**src/rtl/vcs_pkg.sv**
```systemverilog
// Shared definitions for the virtual-circuit label swapper.
// Assumes: setup operation is carried on a two-bit field.
package vcs_pkg;

    typedef enum logic [1:0] {
        CFG_NOP0    = 2'b00,
        CFG_INSTALL = 2'b01,
        CFG_REMOVE  = 2'b10,
        CFG_NOP3    = 2'b11
    } cfg_op_e;

endpackage

```
**src/rtl/vcs_key_index.sv**
```systemverilog
// Flattens a (port, identifier) key into a table index.
// Assumes: port count is a power of two, so the index space is dense.
module vcs_key_index #(
    parameter int PORT_W = 2,
    parameter int VCI_W  = 4,
    localparam int IDX_W = PORT_W + VCI_W
) (
    input  logic [PORT_W-1:0] port,
    input  logic [VCI_W-1:0]  vci,
    output logic [IDX_W-1:0]  idx
);

    // Port selects the upper index bits, identifier the lower ones.
    always_comb begin
        idx = {port, vci};
    end

endmodule

```
**src/rtl/vcs_conn_table.sv**
```systemverilog
// Direct-indexed connection table: one valid bit and one payload per key.
// Assumes: at most one write (set or clear) per cycle; reads are
// combinational and see the contents from before the current edge.
module vcs_conn_table #(
    parameter int IDX_W   = 6,
    parameter int ENTRY_W = 6,
    localparam int DEPTH  = 1 << IDX_W
) (
    input  logic               clk,
    input  logic               rst_n,
    input  logic               wr_set,
    input  logic               wr_clr,
    input  logic [IDX_W-1:0]   wr_idx,
    input  logic [ENTRY_W-1:0] wr_data,
    input  logic [IDX_W-1:0]   rd_idx,
    output logic               rd_hit,
    output logic [ENTRY_W-1:0] rd_data
);

    logic [DEPTH-1:0]   valid_q;
    logic [ENTRY_W-1:0] mem_q [DEPTH];

    // One valid flop per entry, cleared by reset.
    for (genvar i = 0; i < DEPTH; i++) begin : g_valid
        always_ff @(posedge clk) begin
            // Track install and teardown of entry i.
            if (!rst_n) begin
                valid_q[i] <= 1'b0;
            end else if (wr_set && (wr_idx == IDX_W'(i))) begin
                valid_q[i] <= 1'b1;
            end else if (wr_clr && (wr_idx == IDX_W'(i))) begin
                valid_q[i] <= 1'b0;
            end
        end
    end

    // Payload storage; meaningful only where the valid bit is set.
    always_ff @(posedge clk) begin
        if (rst_n && wr_set) begin
            mem_q[wr_idx] <= wr_data;
        end
    end

    // Combinational read of the pre-edge contents.
    always_comb begin
        rd_hit  = valid_q[rd_idx];
        rd_data = mem_q[rd_idx];
    end

endmodule

```
**src/rtl/vcs_result_reg.sv**
```systemverilog
// Registers one lookup result per header; zeroes the fields on a miss.
// Assumes: lookup data is valid in the same cycle as hdr_valid.
module vcs_result_reg #(
    parameter int ENTRY_W = 6
) (
    input  logic               clk,
    input  logic               rst_n,
    input  logic               hdr_valid,
    input  logic               hit,
    input  logic [ENTRY_W-1:0] entry,
    output logic               res_valid,
    output logic               res_drop,
    output logic [ENTRY_W-1:0] res_entry
);

    // Capture valid, drop flag and rewritten header fields.
    always_ff @(posedge clk) begin
        if (!rst_n) begin
            res_valid <= 1'b0;
            res_drop  <= 1'b0;
            res_entry <= '0;
        end else begin
            res_valid <= hdr_valid;
            res_drop  <= hdr_valid && !hit;
            res_entry <= (hdr_valid && hit) ? entry : '0;
        end
    end

endmodule

```
**src/rtl/vc_label_swap.sv**
```systemverilog
// Per-hop virtual-circuit forwarding: looks up (port, identifier) and
// returns (output port, new identifier) one cycle later, or a drop flag.
// Assumes: NUM_PORTS is a power of two of at least 2; one setup per cycle.
module vc_label_swap #(
    parameter int NUM_PORTS = 4,
    parameter int VCI_W     = 4
) (
    input  logic                         clk,
    input  logic                         rst_n,
    input  logic                         cfg_valid,
    input  logic [1:0]                   cfg_op,
    input  logic [$clog2(NUM_PORTS)-1:0] cfg_in_port,
    input  logic [VCI_W-1:0]             cfg_in_vci,
    input  logic [$clog2(NUM_PORTS)-1:0] cfg_out_port,
    input  logic [VCI_W-1:0]             cfg_out_vci,
    input  logic                         hdr_valid,
    input  logic [$clog2(NUM_PORTS)-1:0] hdr_port,
    input  logic [VCI_W-1:0]             hdr_vci,
    output logic                         res_valid,
    output logic                         res_drop,
    output logic [$clog2(NUM_PORTS)-1:0] res_port,
    output logic [VCI_W-1:0]             res_vci
);
    import vcs_pkg::*;

    localparam int PORT_W  = $clog2(NUM_PORTS);
    localparam int IDX_W   = PORT_W + VCI_W;
    localparam int ENTRY_W = PORT_W + VCI_W;

    cfg_op_e            op;
    logic               do_set;
    logic               do_clr;
    logic [IDX_W-1:0]   cfg_idx;
    logic [IDX_W-1:0]   hdr_idx;
    logic               tbl_hit;
    logic [ENTRY_W-1:0] tbl_entry;
    logic [ENTRY_W-1:0] out_entry;

    // Decode the setup command into set and clear strobes.
    always_comb begin
        op     = cfg_op_e'(cfg_op);
        do_set = cfg_valid && (op == CFG_INSTALL);
        do_clr = cfg_valid && (op == CFG_REMOVE);
    end

    vcs_key_index #(.PORT_W(PORT_W), .VCI_W(VCI_W)) u_cfg_key (
        .port (cfg_in_port),
        .vci  (cfg_in_vci),
        .idx  (cfg_idx)
    );

    vcs_key_index #(.PORT_W(PORT_W), .VCI_W(VCI_W)) u_hdr_key (
        .port (hdr_port),
        .vci  (hdr_vci),
        .idx  (hdr_idx)
    );

    vcs_conn_table #(.IDX_W(IDX_W), .ENTRY_W(ENTRY_W)) u_table (
        .clk     (clk),
        .rst_n   (rst_n),
        .wr_set  (do_set),
        .wr_clr  (do_clr),
        .wr_idx  (cfg_idx),
        .wr_data ({cfg_out_port, cfg_out_vci}),
        .rd_idx  (hdr_idx),
        .rd_hit  (tbl_hit),
        .rd_data (tbl_entry)
    );

    vcs_result_reg #(.ENTRY_W(ENTRY_W)) u_result (
        .clk       (clk),
        .rst_n     (rst_n),
        .hdr_valid (hdr_valid),
        .hit       (tbl_hit),
        .entry     (tbl_entry),
        .res_valid (res_valid),
        .res_drop  (res_drop),
        .res_entry (out_entry)
    );

    // Split the registered entry back into port and identifier.
    always_comb begin
        res_port = out_entry[ENTRY_W-1:VCI_W];
        res_vci  = out_entry[VCI_W-1:0];
    end

endmodule

```
**config.mk**
```make
export PLATFORM = sky130hd
export DESIGN_NAME = vc_label_swap
export DESIGN_NICKNAME = d
export VERILOG_FILES = /design/src/rtl/vcs_pkg.sv /design/src/rtl/vcs_key_index.sv /design/src/rtl/vcs_conn_table.sv /design/src/rtl/vcs_result_reg.sv /design/src/rtl/vc_label_swap.sv
export SDC_FILE = /design/constraint.sdc
export NUM_CORES = 1
export LEC_CHECK = 0
export ABC_CLOCK_PERIOD_IN_PS = 2950
export BUFFER_PORTS_ARGS = -buffer_cell sky130_fd_sc_hd__buf_2
export CELL_PAD_IN_SITES_DETAIL_PLACEMENT = 0
export CELL_PAD_IN_SITES_GLOBAL_PLACEMENT = 1
export CORE_UTILIZATION = 50
export DETAILED_ROUTE_END_ITERATION = 8
export GPL_ROUTABILITY_DRIVEN = 0
export PLACE_DENSITY_LB_ADDON = 0.1
export SKIP_CTS_REPAIR_TIMING = 1
export SLEW_MARGIN = 25
export SYNTH_ARGS = -nofsm -noshare
export SYNTH_HDL_FRONTEND = slang
export SYNTH_SLANG_ARGS = --single-unit
```
**constraint.sdc**
```tcl
create_clock -name clk -period 2.95 [get_ports clk]
set_clock_uncertainty 0.05 [all_clocks]
set_input_delay 0.59 -clock clk [delete_from_list [all_inputs] [get_ports clk]]
set_output_delay 0.59 -clock clk [all_outputs]
set_load 0.02 [all_outputs]
```
==> qor.log <==
[finish] Util after Layout 58.6%
[floorplan] number of top-level pins 32
[pwr] static leakage power 6.75 nW
[cts] CTS Buffer Depth 3
[outcome] result of the run finished clean
[global_route] overall fraction of global-route tracks in use 24.5%
[pwr] proportion of power drawn by combinational gates 4.8%
[pwr] worst supply voltage drop on vdd 582 uV
[finish] Net count, final 1153
[setup_path] WP data required 3.30 ns
[routing] First DRT Iteration DRCs 864
[setup_path] worst setup path category in -> reg
[cts] clock tree sinks 456
[finish] Layout Cell Area excl Fill 20800 um2
[sta] worst-case setup margin in the final layout 0.539 ns
[setup_path] R2R Path Start u_table.valid_q[33]
[cts] TritonCTS buffer count 48
[global_route] antenna violations before repair 0
[floorplan] Initial Utilization 50.7%
[routing] count of vias placed by the detailed router 9826
[cts] worst-skew pair later-pin latency 0.55 ns
[place] pre-CTS setup slack 0.00824 ns
[setup_path] Critical Path Source hdr_vci[0]
[pwr] share of total power in sequential cells 51.1%
[cts] CTS tree done
[global_route] largest net degree at the start of global routing 66
[global_route] wire length of the first global-routing pass 64600 um
[pwr] part of the total power dissipated in the clock network 44.0%
[finish] fraction of layout cells with a size suffix above 1 28.1%
[setup_path] Data arrival, critical path 2.76 ns
[yosys] FF+latch count, synth 456
[floorplan] die outline area 36800 um2
[floorplan] total core area 35500 um2
[worst_hold_path] startpoint of the tightest hold check path hdr_valid
[sta] worst slew pin tran 0.793 ns
[sta] setup-violating endpoint count in the final report 0
[routing] post-DR vias/cell 6.04
[job] count of max-cap constraint violations 0
[setup_path] kind of end point of the critical path flop
[sta] final-report max-slew violation count 0
[yosys] share of the yosys chip area belonging to registers 72.1%
[sta] final critical delay including setup and external delays 2.41 ns
[setup_path] maximum fanout along the worst path 21
[sta] Max Fclk 0.415 GHz
[yosys] Mean Syn Cell Area 17.6 um2
[worst_hold_path] Hold/Removal Path Class in -> reg
[setup_path] worst-case reg-to-reg path depth 6
[finish] layout overhead on the synthesized area 15.5%
[yosys] number of instances in the synthesized netlist 1021
[yosys] Post-Syn Area 18000 um2
[routing] post-DR wirelength/cell 26.6 um
[yosys] syn_nets 1045
[global_route] vias in the first global route 10000
[cts] clock-pin slew on the worst setup and hold paths 0.06 ns
[cts] H-Tree Depth 2
[finish] antenna cell count 0
[pwr] internal portion of total power 10.8 mW
[routing] post-detailed-route count of antenna-violating nets 0
[sta] final sum of negative setup slack 0 ns
[floorplan] count of standard-cell rows 69
[sta] post-route fraction of the period consumed by the critical path 81.7%
[yosys] count of cell types in the netlist 41
[cts] root buf cell clkbuf_16
[floorplan] vertical extent of the die 192 um
[place] DP Area 19200 um2
[worst_hold_path] instance count along the most critical hold path 3
[global_route] grt ovf 0
[setup_path] crit path launch type input pin
[routing] number of detailed-routing iterations run before antenna repair 5
[sta] Max-slew headroom 47.2%
[place] HPWL reported at the end of detailed placement 27500 um
[yosys] cell type contributing the most total cell area after synthesis edfxtp_1
[pwr] total power divided by cell area 657 nW/um2
[floorplan] die outline width 192 um
[sta] count of endpoints failing hold in the final timing report 0
[pwr] Switch Pwr 2.84 mW
[pwr] switching part of the total power 20.8%
[routing] DRC violation count after routing 0
[yosys] ranking of synthesized cells by area edfxtp_1 (64%), mux4_2 (13%), dfxtp_1 (8.0%), o211ai_1 (2.7%), a22oi_1 (2.1%)
[place] Buffers on Ports 31
[finish] number of fill cells 2688
[routing] Detailed Route WL 43300 um
[sta] RSZ-0062 raised after global routing false
[yosys] post-synth top area share 64.1%
[yosys] count of synthesis-stage warnings from yosys 0
==> per-layer routing <==
metal | part of all wire [%] | track usage (%) | wire, um
met3 | 6.2 | 4.33 | 2680
met4 | 1.8 | 6.14 | 793
met5 | 0 | 0 | 0
met1 | 44 | 35.7 | 19200
met2 | 48 | 38.4 | 20700
==> worst paths after layout <==
path / to / slack [ns]
max: u_result.res_entry[4] / 0.54
min: u_result.res_valid / 0.32
max reg2reg: u_result.res_entry[4] / 0.70
min reg2reg: u_table.valid_q[53] / 0.45
==> kinds of logic (layout without fill, tap and decap cells) <==
| family | count (synthesis) | count (layout) | share of synthesized area [%] |
|---|---|---|---|
| AOI/OAI and AO/OA | 216 | 216 | 7.86 |
| buffers and inverters | 86 | 232 | 2.54 |
| DFF | 456 | 456 | 72.1 |
| muxes | 121 | 121 | 14.1 |
| and+or+nand+nor | 142 | 142 | 3.47 |
==> critical path, stage by stage <==
cell     delay [ns]
buf_6          0.24
buf_4          0.22
mux4_2         0.54
a22oi_1        0.35
a21oi_1        0.19
nor3_1         0.50
nor3_1         0.11
==> power by group through the flow <==
stage | combinational [mW] | clock [mW] | sequential (mW)
finish | 0.658 | 6.02 | 6.99
global placement | 0.660 | 0 | 7.13
global route | 0.702 | 6.35 | 6.99
detailed placement | 0.666 | 0 | 7.13
CTS | 0.666 | 6.13 | 6.99
floorplan | 0.369 | 0 | 7.13
==> layout make-up <==
| class | count | area, um2 | area share (%) |
|---|---|---|---|
| clock buffers | 56 | 1270 | 6.12 |
| clock inverters | 32 | 313 | 1.50 |
| inverters | 4 | 15.0 | 0.0722 |
| multi-input cells | 479 | 4580 | 22.0 |
| flip-flops and latches | 456 | 13000 | 62.4 |
| well taps | 461 | 577 | 2.77 |
| repair buffers | 140 | 1070 | 5.14 |
==> sequential cells by signal, summed over array words and instances, names as in the netlist <==
| register | flops |
|---|---|
| u_table.mem_q | 384 |
| u_table.valid_q | 64 |
| u_result.res_entry | 6 |
| u_result.res_drop | 1 |
| u_result.res_valid | 1 |
==> Yosys cell counts, drive strengths merged <==
library cell,instances
nor2b,9
nand3,12
a311o,1
and4b,1
nand4,1
mux2,5
a22oi,50
and2,1
nor3,19
edfxtp,384
nor2,75
mux4,104
a32oi,1
clkbuf,53
inv,3
buf,29
a311oi,2
or3,1
o221ai,1
and3b,1
a31oi,1
clkinv,1
a21oi,26
nand2,19
nor4bb,1
dfxtp,72
mux2i,12
o211ai,65
o21ai,65
and3,1
a221oi,1
o22ai,2
nand2b,1
a211o,1
==> layout by cell type (no fill, tap or decap), drive strengths merged, types with 2 or more instances in the layout <==
cell	synthesis	routed
edfxtp	384	384
mux4	104	104
o211ai	65	65
buf	29	140
a21oi	26	26
nor2	75	75
clkinvlp	0	4
o22ai	2	2
mux2	5	5
dfxtp	72	72
clkinv	1	22
nor2b	9	9
nand2	19	19
mux2i	12	12
clkbuf	53	56
o21ai	65	65
nand3	12	12
inv	3	4
bufinv	0	6
a311oi	2	2
nor3	19	19
a22oi	50	50
==> per-stage QoR <==
| stage | hold slack, ns | std cells | total power, mW |
|---|---|---|---|
| 3_3_place_gp | 0.426 | 1540 | 7.79 |
| 5_1_grt | 0.320 | 1628 | 14.0 |
| 3_5_place_dp | 0.439 | 1540 | 7.79 |
| 6_report | 0.316 | 1628 | 13.7 |
| 2_1_floorplan | 0.413 | 1021 | 7.50 |
| 4_1_cts | 0.286 | 1628 | 13.8 |
Note: power is estimated with default switching activity, not from simulation.
